===== config.mk =====
export PLATFORM = sky130hd
export DESIGN_NAME = tx_csum_classifier
export DESIGN_NICKNAME = d
export VERILOG_FILES = /design/src/rtl/csum_cls_pkg.sv /design/src/rtl/csum_cls_fsm.sv /design/src/rtl/csum_cls_verdict.sv /design/src/rtl/tx_csum_classifier.sv
export SDC_FILE = /design/constraint.sdc
export NUM_CORES = 1
export LEC_CHECK = 0
export BUFFER_PORTS_ARGS = -buffer_cell sky130_fd_sc_hd__buf_2
export CAP_MARGIN = 15
export CORE_UTILIZATION = 53
export DETAILED_ROUTE_END_ITERATION = 7
export HOLD_SLACK_MARGIN = 0.05
export PLACE_DENSITY = 0.72
export SLEW_MARGIN = 15
export SYNTH_ARGS = -nofsm -noshare
export SYNTH_HDL_FRONTEND = slang
export SYNTH_SLANG_ARGS = --single-unit

===== constraint.sdc =====
create_clock -name clk -period 7.3 [get_ports clk]
set_input_delay 0.73 -clock clk [delete_from_list [all_inputs] [get_ports clk]]
set_output_delay 0.73 -clock clk [all_outputs]
set_load 0.02 [all_outputs]

===== src/rtl/csum_cls_pkg.sv =====
package csum_cls_pkg;

    localparam int POS_W = 16;

    typedef enum logic [2:0] {
        ST_IDLE,
        ST_MAC,
        ST_ETYPE,
        ST_VLAN,
        ST_LLC,
        ST_IP4,
        ST_IP6,
        ST_DRAIN
    } cls_state_e;

    localparam logic [2:0] CODE_OK      = 3'b000;
    localparam logic [2:0] CODE_VLAN    = 3'b001;
    localparam logic [2:0] CODE_SNAP    = 3'b010;
    localparam logic [2:0] CODE_NOTIP   = 3'b011;
    localparam logic [2:0] CODE_UNKNOWN = 3'b100;
    localparam logic [2:0] CODE_FRAG    = 3'b101;
    localparam logic [2:0] CODE_PROTO   = 3'b110;
    localparam logic [2:0] CODE_SHORT   = 3'b111;

    typedef struct packed {
        cls_state_e       state;
        logic             en;
        logic             vlan;
        logic             snap;
        logic             err_set;
        logic [2:0]       err_code;
        logic             hdr_done;
        logic             frag;
        logic [7:0]       proto;
        logic [POS_W-1:0] cnt;
        logic [POS_W:0]   tot;
    } cls_view_t;

endpackage


===== src/rtl/csum_cls_fsm.sv =====
module csum_cls_fsm
    import csum_cls_pkg::*;
#(
    parameter int unsigned ADDR_BYTES    = 12,
    parameter logic [15:0] TYPE_VLAN     = 16'h8100,
    parameter logic [15:0] TYPE_IP4      = 16'h0800,
    parameter logic [15:0] TYPE_IP6      = 16'h86DD,
    parameter int unsigned MAX_LEN_FIELD = 1500,
    parameter int unsigned IP6_HDR_BYTES = 40,
    parameter int unsigned IP6_FRAG_NH   = 44
) (
    input  logic       clk,
    input  logic       rst_n,
    input  logic       in_valid,
    input  logic [7:0] in_data,
    input  logic       in_sof,
    input  logic       in_eof,
    input  logic       offload_en,
    input  logic       no_crc,
    output cls_view_t  view_nxt,
    output logic       frame_end
);

    localparam logic [POS_W-1:0] MAC_LAST = POS_W'(ADDR_BYTES - 1);
    localparam logic [POS_W-1:0] IP6_HDR  = POS_W'(IP6_HDR_BYTES);
    localparam logic [15:0]      LEN_MAX  = 16'(MAX_LEN_FIELD);

    cls_view_t        cur, nxt;
    logic [7:0]       ehi, nxt_ehi;
    logic [5:0]       hlen, nxt_hlen;
    logic [15:0]      etype;
    logic [15:0]      v4_tot;
    logic [POS_W-1:0] cnt_inc;

    assign frame_end = in_valid && in_eof;
    assign view_nxt  = nxt;

    // state register
    always_ff @(posedge clk or negedge rst_n) begin
        if (!rst_n) begin
            cur  <= cls_view_t'('0);
            ehi  <= '0;
            hlen <= '0;
        end else begin
            cur  <= nxt;
            ehi  <= nxt_ehi;
            hlen <= nxt_hlen;
            if (frame_end) cur.state <= ST_IDLE;
        end
    end

    // next-state and field capture
    always_comb begin
        nxt      = cur;
        nxt_ehi  = ehi;
        nxt_hlen = hlen;
        etype    = {ehi, in_data};
        v4_tot   = {cur.tot[15:8], in_data};
        cnt_inc  = (&cur.cnt) ? cur.cnt : cur.cnt + 1'b1;
        if (in_valid && in_sof) begin
            nxt       = cls_view_t'('0);
            nxt.state = ST_MAC;
            nxt.cnt   = POS_W'(1);
            nxt.en    = offload_en && !no_crc;
            nxt_hlen  = '0;
        end else if (in_valid) begin
            unique case (cur.state)
                ST_IDLE, ST_DRAIN: ;
                ST_MAC: begin
                    nxt.cnt = cur.cnt + 1'b1;
                    if (cur.cnt == MAC_LAST) begin
                        nxt.state = ST_ETYPE;
                        nxt.cnt   = '0;
                    end
                end
                ST_ETYPE: begin
                    if (cur.cnt == '0) begin
                        nxt_ehi = in_data;
                        nxt.cnt = POS_W'(1);
                    end else begin
                        nxt.cnt = '0;
                        if (etype == TYPE_IP4) begin
                            nxt.state = ST_IP4;
                        end else if (etype == TYPE_IP6) begin
                            nxt.state = ST_IP6;
                        end else if (etype == TYPE_VLAN && !cur.vlan && !cur.snap) begin
                            nxt.state = ST_VLAN;
                            nxt.vlan  = 1'b1;
                        end else if (etype <= LEN_MAX && !cur.snap) begin
                            nxt.state = ST_LLC;
                        end else begin
                            nxt.state    = ST_DRAIN;
                            nxt.err_set  = 1'b1;
                            nxt.err_code = (cur.vlan || cur.snap) ? CODE_NOTIP : CODE_UNKNOWN;
                        end
                    end
                end
                ST_VLAN: begin
                    nxt.cnt = cur.cnt + 1'b1;
                    if (cur.cnt == POS_W'(1)) begin
                        nxt.state = ST_ETYPE;
                        nxt.cnt   = '0;
                    end
                end
                ST_LLC: begin
                    nxt.cnt = cur.cnt + 1'b1;
                    if ((cur.cnt == POS_W'(0) && in_data != 8'hAA) ||
                        (cur.cnt == POS_W'(1) && in_data != 8'hAA) ||
                        (cur.cnt == POS_W'(2) && in_data != 8'h03)) begin
                        nxt.state    = ST_DRAIN;
                        nxt.err_set  = 1'b1;
                        nxt.err_code = (cur.cnt == '0) ? CODE_UNKNOWN : CODE_SNAP;
                    end else if (cur.cnt == POS_W'(5)) begin
                        nxt.state = ST_ETYPE;
                        nxt.snap  = 1'b1;
                        nxt.cnt   = '0;
                    end
                end
                ST_IP4: begin
                    nxt.cnt = cnt_inc;
                    if (cnt_inc == {{(POS_W-6){1'b0}}, hlen}) nxt.hdr_done = 1'b1;
                    case (cur.cnt)
                        POS_W'(0): begin
                            if (in_data[7:4] != 4'd4 || in_data[3:0] < 4'd5) begin
                                nxt.state    = ST_DRAIN;
                                nxt.err_set  = 1'b1;
                                nxt.err_code = CODE_NOTIP;
                            end else begin
                                nxt_hlen = {in_data[3:0], 2'b00};
                            end
                        end
                        POS_W'(2): nxt.tot = {1'b0, in_data, 8'h00};
                        POS_W'(3): begin
                            nxt.tot = {1'b0, v4_tot};
                            if (v4_tot < {{(POS_W-6){1'b0}}, hlen}) begin
                                nxt.state    = ST_DRAIN;
                                nxt.err_set  = 1'b1;
                                nxt.err_code = CODE_NOTIP;
                            end
                        end
                        POS_W'(6): nxt.frag  = in_data[5] || (|in_data[4:0]);
                        POS_W'(7): nxt.frag  = cur.frag || (|in_data);
                        POS_W'(9): nxt.proto = in_data;
                        default: ;
                    endcase
                end
                ST_IP6: begin
                    nxt.cnt = cnt_inc;
                    if (cnt_inc == IP6_HDR) nxt.hdr_done = 1'b1;
                    case (cur.cnt)
                        POS_W'(0): begin
                            if (in_data[7:4] != 4'd6) begin
                                nxt.state    = ST_DRAIN;
                                nxt.err_set  = 1'b1;
                                nxt.err_code = CODE_NOTIP;
                            end
                        end
                        POS_W'(4): nxt.tot = {1'b0, in_data, 8'h00};
                        POS_W'(5): nxt.tot = {1'b0, v4_tot} + (POS_W+1)'(IP6_HDR_BYTES);
                        POS_W'(6): begin
                            nxt.proto = in_data;
                            nxt.frag  = (in_data == 8'(IP6_FRAG_NH));
                        end
                        default: ;
                    endcase
                end
            endcase
        end
    end

endmodule


===== src/rtl/csum_cls_verdict.sv =====
module csum_cls_verdict
    import csum_cls_pkg::*;
#(
    parameter logic [7:0] PROTO_TCP = 8'd6,
    parameter logic [7:0] PROTO_UDP = 8'd17
) (
    input  logic       clk,
    input  logic       rst_n,
    input  cls_view_t  view_nxt,
    input  logic       frame_end,
    output logic [2:0] status_code,
    output logic       ip_csum_ok,
    output logic       l4_csum_ok
);

    logic [2:0] code_c;
    logic       ip_c;
    logic       l4_c;

    always_comb begin
        code_c = CODE_UNKNOWN;
        ip_c   = 1'b0;
        if (!view_nxt.en) begin
            code_c = CODE_OK;
        end else if (view_nxt.err_set) begin
            code_c = view_nxt.err_code;
        end else begin
            unique case (view_nxt.state)
                ST_IDLE, ST_MAC: code_c = CODE_UNKNOWN;
                ST_ETYPE: code_c = view_nxt.snap ? CODE_SNAP :
                                   view_nxt.vlan ? CODE_VLAN : CODE_UNKNOWN;
                ST_VLAN:  code_c = CODE_VLAN;
                ST_LLC:   code_c = CODE_SNAP;
                ST_DRAIN: code_c = CODE_NOTIP;
                ST_IP4, ST_IP6: begin
                    if (!view_nxt.hdr_done) begin
                        code_c = CODE_NOTIP;
                    end else begin
                        ip_c = (view_nxt.state == ST_IP4);
                        if (view_nxt.frag)
                            code_c = CODE_FRAG;
                        else if (view_nxt.proto != PROTO_TCP && view_nxt.proto != PROTO_UDP)
                            code_c = CODE_PROTO;
                        else if ({1'b0, view_nxt.cnt} < view_nxt.tot)
                            code_c = CODE_SHORT;
                        else
                            code_c = CODE_OK;
                    end
                end
            endcase
        end
        l4_c = view_nxt.en && (code_c == CODE_OK);
    end

    // output register
    always_ff @(posedge clk or negedge rst_n) begin
        if (!rst_n) begin
            status_code <= CODE_OK;
            ip_csum_ok  <= 1'b0;
            l4_csum_ok  <= 1'b0;
        end else if (frame_end) begin
            status_code <= code_c;
            ip_csum_ok  <= ip_c;
            l4_csum_ok  <= l4_c;
        end
    end

endmodule


===== src/rtl/tx_csum_classifier.sv =====
module tx_csum_classifier
    import csum_cls_pkg::*;
#(
    parameter int unsigned ADDR_BYTES    = 12,
    parameter logic [15:0] TYPE_VLAN     = 16'h8100,
    parameter logic [15:0] TYPE_IP4      = 16'h0800,
    parameter logic [15:0] TYPE_IP6      = 16'h86DD,
    parameter int unsigned MAX_LEN_FIELD = 1500,
    parameter int unsigned IP6_HDR_BYTES = 40,
    parameter int unsigned IP6_FRAG_NH   = 44,
    parameter logic [7:0]  PROTO_TCP     = 8'd6,
    parameter logic [7:0]  PROTO_UDP     = 8'd17
) (
    input  logic       clk,
    input  logic       rst_n,
    input  logic       in_valid,
    input  logic [7:0] in_data,
    input  logic       in_sof,
    input  logic       in_eof,
    input  logic       offload_en,
    input  logic       no_crc,
    output logic [2:0] status_code,
    output logic       ip_csum_ok,
    output logic       l4_csum_ok
);

    cls_view_t view_nxt;
    logic      frame_end;

    csum_cls_fsm #(
        .ADDR_BYTES   (ADDR_BYTES),
        .TYPE_VLAN    (TYPE_VLAN),
        .TYPE_IP4     (TYPE_IP4),
        .TYPE_IP6     (TYPE_IP6),
        .MAX_LEN_FIELD(MAX_LEN_FIELD),
        .IP6_HDR_BYTES(IP6_HDR_BYTES),
        .IP6_FRAG_NH  (IP6_FRAG_NH)
    ) fsm_i (
        .clk       (clk),
        .rst_n     (rst_n),
        .in_valid  (in_valid),
        .in_data   (in_data),
        .in_sof    (in_sof),
        .in_eof    (in_eof),
        .offload_en(offload_en),
        .no_crc    (no_crc),
        .view_nxt  (view_nxt),
        .frame_end (frame_end)
    );

    csum_cls_verdict #(
        .PROTO_TCP(PROTO_TCP),
        .PROTO_UDP(PROTO_UDP)
    ) verdict_i (
        .clk        (clk),
        .rst_n      (rst_n),
        .view_nxt   (view_nxt),
        .frame_end  (frame_end),
        .status_code(status_code),
        .ip_csum_ok (ip_csum_ok),
        .l4_csum_ok (l4_csum_ok)
    );

endmodule


## Word-level counts from Yosys, hierarchy flattened

Cells that the tools add are included.

- Eq/ne operators: 35
- Add/subtract/negate cells: 2
- Muxes and demuxes: 77
- Reductions and logical operators: 34
- $lt $le $gt $ge: 4
- Bitwise gates (word level): 1

Operator list:

| operator | number |
|---|---|
| $pmux W17 S2 | 3 |
| $mux W49 | 2 |
| $mux W16 | 5 |
| $pmux W16 S5 | 1 |
| $mux W3 | 25 |
| $eq A16 B3 Y1 const B | 4 |
| $mux W4 | 10 |
| $pmux W3 S6 | 2 |
| $eq A16 B16 Y1 const B | 2 |
| $eq A16 B2 Y1 const B | 2 |
| $eq A16 B4 Y1 const B | 2 |
| $mux W6 | 5 |
| $eq A3 B3 Y1 const B | 7 |
| $pmux W10 S2 | 1 |
| $add A16 B6 Y17 const B | 1 |
| $lt A16 B17 Y1 | 1 |
| $add A16 B1 Y16 const B | 1 |
| $eq A16 B1 Y1 const B | 1 |
| $eq A16 B12 Y1 const B | 1 |
| $eq A16 B6 Y1 | 1 |
| $eq A16 B6 Y1 const B | 1 |
| $le A16 B11 Y1 const B | 1 |
| $logic_not A16 Y1 | 1 |
| $lt A16 B6 Y1 | 1 |
| other kinds (29) | 72 |

- Input port bits: 15
- Flip-flop bits (word level): 72
- Logic and storage cells: 169

## Logic depth before layout (Yosys ltp)

- Depth after elaboration: 20
- Gate-level depth with buffers: 23
- Gate-level depth less buffers: 22

## Cells and area by module

Synthesis repeated with hierarchy kept, for this count alone.

- Cell total of the unflattened synthesis: 693
- Area total of the unflattened synthesis: 5591.6 um2

Modules (own cells, without submodules):

| module | sequential area each (um2) | cells each | times used | area each (um2) |
|---|---|---|---|---|
| csum_cls_fsm | 1626.6 | 587 | 1 | 4770.8 |
| csum_cls_verdict | 125.1 | 106 | 1 | 820.8 |

## Least setup slack after synthesis

Ideal clock, no wire load.

- Path kind: in2reg
- From: input port in_valid
- To: register verdict_i.status_code[1]
- Required time: 7.234 ns
- Setup time: 0.066 ns
- Cell stages on the path: 21
- Data arrival time: 4.401 ns
- Path slack: 2.833 ns
- Cell sequence: clkbuf_1 -> and2_1 -> and2_1 -> clkbuf_1 -> o21ai_0 -> or2_2 -> a21oi_1 -> nor2b_1 -> a211o_1 -> nand2_1 -> ha_1 -> a21oi_1 -> nor2b_1 -> o311ai_0 -> nand3_1 -> a211oi_1 -> a211oi_4 -> nand2_1 -> a21oi_1 -> o31ai_2 -> a22o_1

- Cells in the longest elaborated chain, start to end: 10

RTL lines:

| element | RTL line | RTL |
|---|---|---|
| from (decl) | tx_csum_classifier.sv:16 | `input logic in_valid,` |
| $mux W49 or $logic_and A1 B1 Y1 (tied branches) | csum_cls_fsm.sv:66, csum_cls_fsm.sv:60 |  |
| $mux W49 | csum_cls_fsm.sv:60 | `if (in_valid && in_sof) begin` |
| $lt A16 B17 Y1, or another cell as far along | csum_cls_verdict.sv:44 | `else if ({1'b0, view_nxt.cnt} < view_nxt.tot)` |
| $mux W3 or $logic_and A1 B1 Y1 (tied branches) | csum_cls_verdict.sv:44, csum_cls_verdict.sv:42 |  |
| $mux W3 | csum_cls_verdict.sv:42 | `else if (view_nxt.proto != PROTO_TCP && view_nxt.proto != PROTO_UDP)` |
| $mux W3 | csum_cls_verdict.sv:40 | `if (view_nxt.frag)` |
| $mux W3 | csum_cls_verdict.sv:36 | `if (!view_nxt.hdr_done) begin` |
| $pmux W3 S6 | csum_cls_verdict.sv:28 | `unique case (view_nxt.state)` |
| $mux W3 | csum_cls_verdict.sv:25 | `end else if (view_nxt.err_set) begin` |
| $mux W3 | csum_cls_verdict.sv:23 | `if (!view_nxt.en) begin` |
| to (signal assigned) | csum_cls_verdict.sv:62 | `status_code <= code_c;` |
| to (decl) | csum_cls_verdict.sv:11 | `output logic [2:0] status_code,` |

Several ways; a longest one is shown, not always the timed one.
A chain may end at the register's enable or synchronous reset.

## Final worst setup path

- From: register fsm_i.cur[26] (netlist name)
- To: register verdict_i.l4_csum_ok

- Cells in the longest elaborated chain, start to end: 18

RTL lines:

| element | RTL line | RTL |
|---|---|---|
| from (decl) | csum_cls_fsm.sv:28 | `cls_view_t cur, nxt;` |
| from (signal assigned) | csum_cls_fsm.sv:41 | `cur <= cls_view_t'('0);` |
| from (signal assigned) | csum_cls_fsm.sv:45 | `cur <= nxt;` |
| parallel branches: the longest is 14 deep, another holds $lt A16 B17 Y1 | - |  |
| $mux W3 * | csum_cls_verdict.sv:25 |  |
| $mux W3 * | csum_cls_verdict.sv:23 |  |
| $logic_not A3 Y1 * | csum_cls_verdict.sv:52 | `l4_c = view_nxt.en && (code_c == CODE_OK);` |
| $logic_and A1 B1 Y1 * | csum_cls_verdict.sv:52 |  |
| to (signal assigned) | csum_cls_verdict.sv:64 | `l4_csum_ok <= l4_c;` |
| to (decl) | csum_cls_verdict.sv:13 | `output logic l4_csum_ok` |

Every way passes the cells marked *.

==> results.md <==
Critical path:
- The number of cell instances on the worst register-to-register path is 19.
- Across all register-to-register paths, the minimum setup slack is 2010 ps.
- The nature of the critical path endpoint is a register.
- The type of origin of the critical path is a register.
- The data arrival time of the worst path is 5590 ps.
- The start point of the critical path is fsm_i.cur[26]$_DFF_PN0_.
- Along the worst path, the maximum fanout reaches 11.
- The worst reg2reg path endpoint is verdict_i.l4_csum_ok$_DFFE_PN0P_.
- The worst setup path is of the register to register kind.
- Data on the critical path is required at its endpoint by 7600 ps.
- The reg-to-reg critical path startpoint is fsm_i.cur[26]$_DFF_PN0_.

Clocking:
- The number of buffers on the longest clock path is 2.
- The TritonCTS clock tree is built.
- The clock sink count is 70.
- The deepest level of the CTS H-tree is 3.
- For the worst-skew pair, the clock arrives at the later sink with an insertion delay of 380 ps.
- The number of setup buffers added after CTS is 0.
- The number of buffers added by the clock tree synthesis step is 9.
- After clock tree synthesis, the flow added hold-fix buffers numbering 0.
- The number of resized instances in the post-cts repair step is 0.
- The clock transition at the registers of the reported paths is 90 ps.
- The buffer cell driving the clock tree root is clkbuf_8.

Finish:
- The post-layout net count is around 800.
- After routing the design area is roughly 6300 um2.
- Of the cells placed in the final design, the portion with a size suffix greater than 1 is 9.83%.
- The layout-stage area growth over the synthesis result is 5.22%.
- In the layout the commonest cells are nand2_1 (102), dfrtp_1 (70), nor2_1 (69), a21oi_1 (62), o21ai_0 (48).
- For this run, the number of standard cells in the final layout without fillers is between 900 and 1k.
- The leading cell type in the layout, fill and taps excluded is nand2_1.
- Measured on the finished design, the core utilization comes to 57.6%.
- The fill cell total of the finished layout is between 1k and 1.5k.
- The number of antenna diodes is 0.

Worst hold path:
- The class of the tightest hold or removal check is register to register.
- The worst hold path terminates at verdict_i.ip_csum_ok$_DFFE_PN0P_.
- The number of cells traversed by the worst hold path is 2.
- The launch point of the worst hold path is verdict_i.ip_csum_ok$_DFFE_PN0P_.

Global route:
- The overall overflow remaining after global route is 0.
- The initial antenna violation count is 0.
- Entering global routing, the biggest net connects 71 pins.
- For this run, the total global-route usage over all layers was measured as a little over a third.
- The first-pass GRT wire length is 30,600 um.
- The via count of the first global-routing pass is 5,675.

Floorplanning:
- The number of standard-cell rows in the floorplan is 38.
- The horizontal die dimension is 108 um.
- The height of the die is roughly 110 um.
- In this run the standard cell core region covers 10,900 um2.
- The initial utilization of the core area, before any placement, comes to 54.8%.
- 20 I/O pins were placed.
- The total die area is 11,700 um2.

Outcome:
- The flow ran to the end, and the final reports show no timing, DRC or antenna violations.

Flow run:
- The number of max-capacitance violations reported is 0.

STA:
- The worst clock skew is between 15 and 20 ps.
- The final-report max-slew violation count is 0.
- Based on the critical path, the design can be clocked at up to around 190 MHz.
- The number of hold-slack violations in the final timing report was 0.
- In this run the tightest slew margin relative to its limit is between 30 and 40%.
- The minimum period implied by the final worst setup slack is 5290 ps.
- For the final routed database, the setup TNS stands at 0 ps.
- The slew at the pin with the worst max-slew slack is around 1000 ps.
- The worst hold slack is 486 ps.
- Dividing the final minimum period by the clock period gives 72.5%.
- The number of endpoints failing setup at the final stage is 0.
- Setup repair after global routing left no endpoint under its margin.

Logic synthesis:
- The count of flip-flops with a built-in enable after synthesis is 0.
- For this run, the leading register cell type out of synthesis is dfrtp_1.
- The area of the mapped netlist is 5960 um2.
- The average cell area after synthesis is 7.73 um2.
- The flop and latch count out of synthesis is 70.
- The number of cells produced by synthesis is 772.
- The number of nets in the synthesized netlist is between 800 and 900.
- For this run, asynchronously set or reset flops after synthesis account for 100%.
- The synthesized design spends more area on one cell type than any other, namely dfrtp_1.
- The count of different cell masters after synthesis is 84.
- Ranked by total cell area, the synthesized netlist is headed by dfrtp_1 (29%), nand2_1 (6.4%), a21oi_1 (5.2%), ha_1 (4.8%), nor2_1 (4.3%).
- The proportion of netlist area held by the largest area contributor is around 29%.
- Yosys printed 0 warnings.
- Sequential elements use 29.4% of the synthesized area.

Pwr:
- The power density over the cells is 132 nW/um2.
- The analysis attributes to cell leakage a power of 2.73 nW.
- The worst-case IR drop observed on VDD is just under 0.1 mV.

Routing:
- The number of nets with antenna violations after detailed routing is 0.
- The number of DRC violations after detailed routing is 0.
- After detailed routing, the average wire length per cell comes to around 21 um.
- The final layout contains routed wiring with a total length of between 15,000 and 20,000 um.
- The number of DRC markers in iteration 0 is around 790.
- The routed via count is 6,150.
- The detail-routed via count per cell is slightly below 7.
- The first detailed-routing pass took 7 iterations.

Place:
- Summed over all nets, the half-perimeter wirelength after detailed placement is 13,900 um.
- The count of buffers added on input and output ports is 19.
- The global placement routability congestion is 1.00.
- In this run the cell area measured after placement is between 6000 and 7000 um2.
- In this run, placement finished with an instance count of around 890.
==> metrics by stage <==
stage          power, mW  setup WS, ps
2_1_floorplan      0.442          2830
3_3_place_gp       0.470          2290
3_5_place_dp       0.472          2140
4_1_cts            0.833          2150
5_1_grt            0.858          1740
6_report           0.831          2010
==> synthesized netlist by cell type, types with 5 or more instances <==
cell	n
dfrtp_1	70
ha_1	23
nor2b_1	6
o21ai_0	48
a32oi_1	8
a211oi_1	5
nand4_1	15
nand3_1	34
nand2b_1	8
or4_1	8
xnor2_1	5
nor4_1	17
a21oi_1	62
or3_1	6
and2_1	13
nand3b_1	7
nor3_1	33
mux2i_1	11
o211ai_1	6
nor2_1	69
a22oi_1	5
nand2_1	102
clkbuf_1	32
or2_2	5
inv_1	41
buf_2	7
mux2_2	6
and3_1	10
a31oi_1	8
==> flip-flops by register name, summed over array words and instances (netlist names) <==
register,flops
fsm_i.hlen,4
verdict_i.ip_csum_ok,1
verdict_i.status_code,3
fsm_i.ehi,8
fsm_i.cur,53
verdict_i.l4_csum_ok,1
==> cells by family (layout without fill, tap and decap cells) <==
family | Yosys count | count (layout) | synth area share, %
flops | 70 | 70 | 29.4
xor+xnor | 10 | 10 | 1.70
fa+ha+maj | 23 | 23 | 4.82
buf+inv | 88 | 79 | 6.02
simple gates | 368 | 368 | 32.9
mux | 17 | 17 | 2.98
compound gates | 196 | 196 | 22.2
==> critical path, cell delays in order (launching register included) <==
cell,delay [ps]
dfrtp_1,510
nor4_1,730
nand2_1,410
nor4_1,540
a31o_2,210
and2_1,200
nand2_1,80
and3_1,180
or2_2,280
ha_1,300
nand4_1,120
nor3_1,190
a22oi_1,100
nand3_1,120
a211oi_1,90
a211oi_4,400
o211ai_2,120
a221oi_2,290
nand3_1,140
o31ai_2,200
==> area by class of cell <==
| class | instances | area [um2] | area share [%] |
|---|---|---|---|
| clock inverters | 5 | 82.6 | 1.32 |
| clock buffers | 11 | 141 | 2.25 |
| well taps | 140 | 175 | 2.79 |
| inverters | 41 | 154 | 2.45 |
| flip-flops and latches | 70 | 1750 | 27.9 |
| multi-input cells | 614 | 3850 | 61.4 |
| repair buffers | 22 | 118 | 1.87 |
==> worst max-delay path by stage <==
stage	end
6_report	verdict_i.l4_csum_ok$_DFFE_PN0P_
5_1_grt	verdict_i.l4_csum_ok$_DFFE_PN0P_
4_1_cts	verdict_i.l4_csum_ok$_DFFE_PN0P_
3_5_place_dp	verdict_i.l4_csum_ok$_DFFE_PN0P_
3_3_place_gp	verdict_i.status_code[1]$_DFFE_PN0P_
2_1_floorplan	verdict_i.status_code[1]$_DFFE_PN0P_
==> power by group <==
part | switching, mW | internal [mW] | total (mW)
Sequential | 0.00275 | 0.390 | 0.392
Clock | 0.163 | 0.202 | 0.366
Combinational | 0.0551 | 0.0181 | 0.0733
==> metal layers <==
metal / GRT usage, % / vias up / part of all wire [%]
li1: - / 2815 / -
met1: 45.6 / 2944 / 42
met2: 54.8 / 325 / 46
met3: 4.46 / 66 / 7.0
met4: 20.9 / 0 / 5.4
met5: 0 / - / 0
No activity file was read; power rests on OpenSTA's default activity.
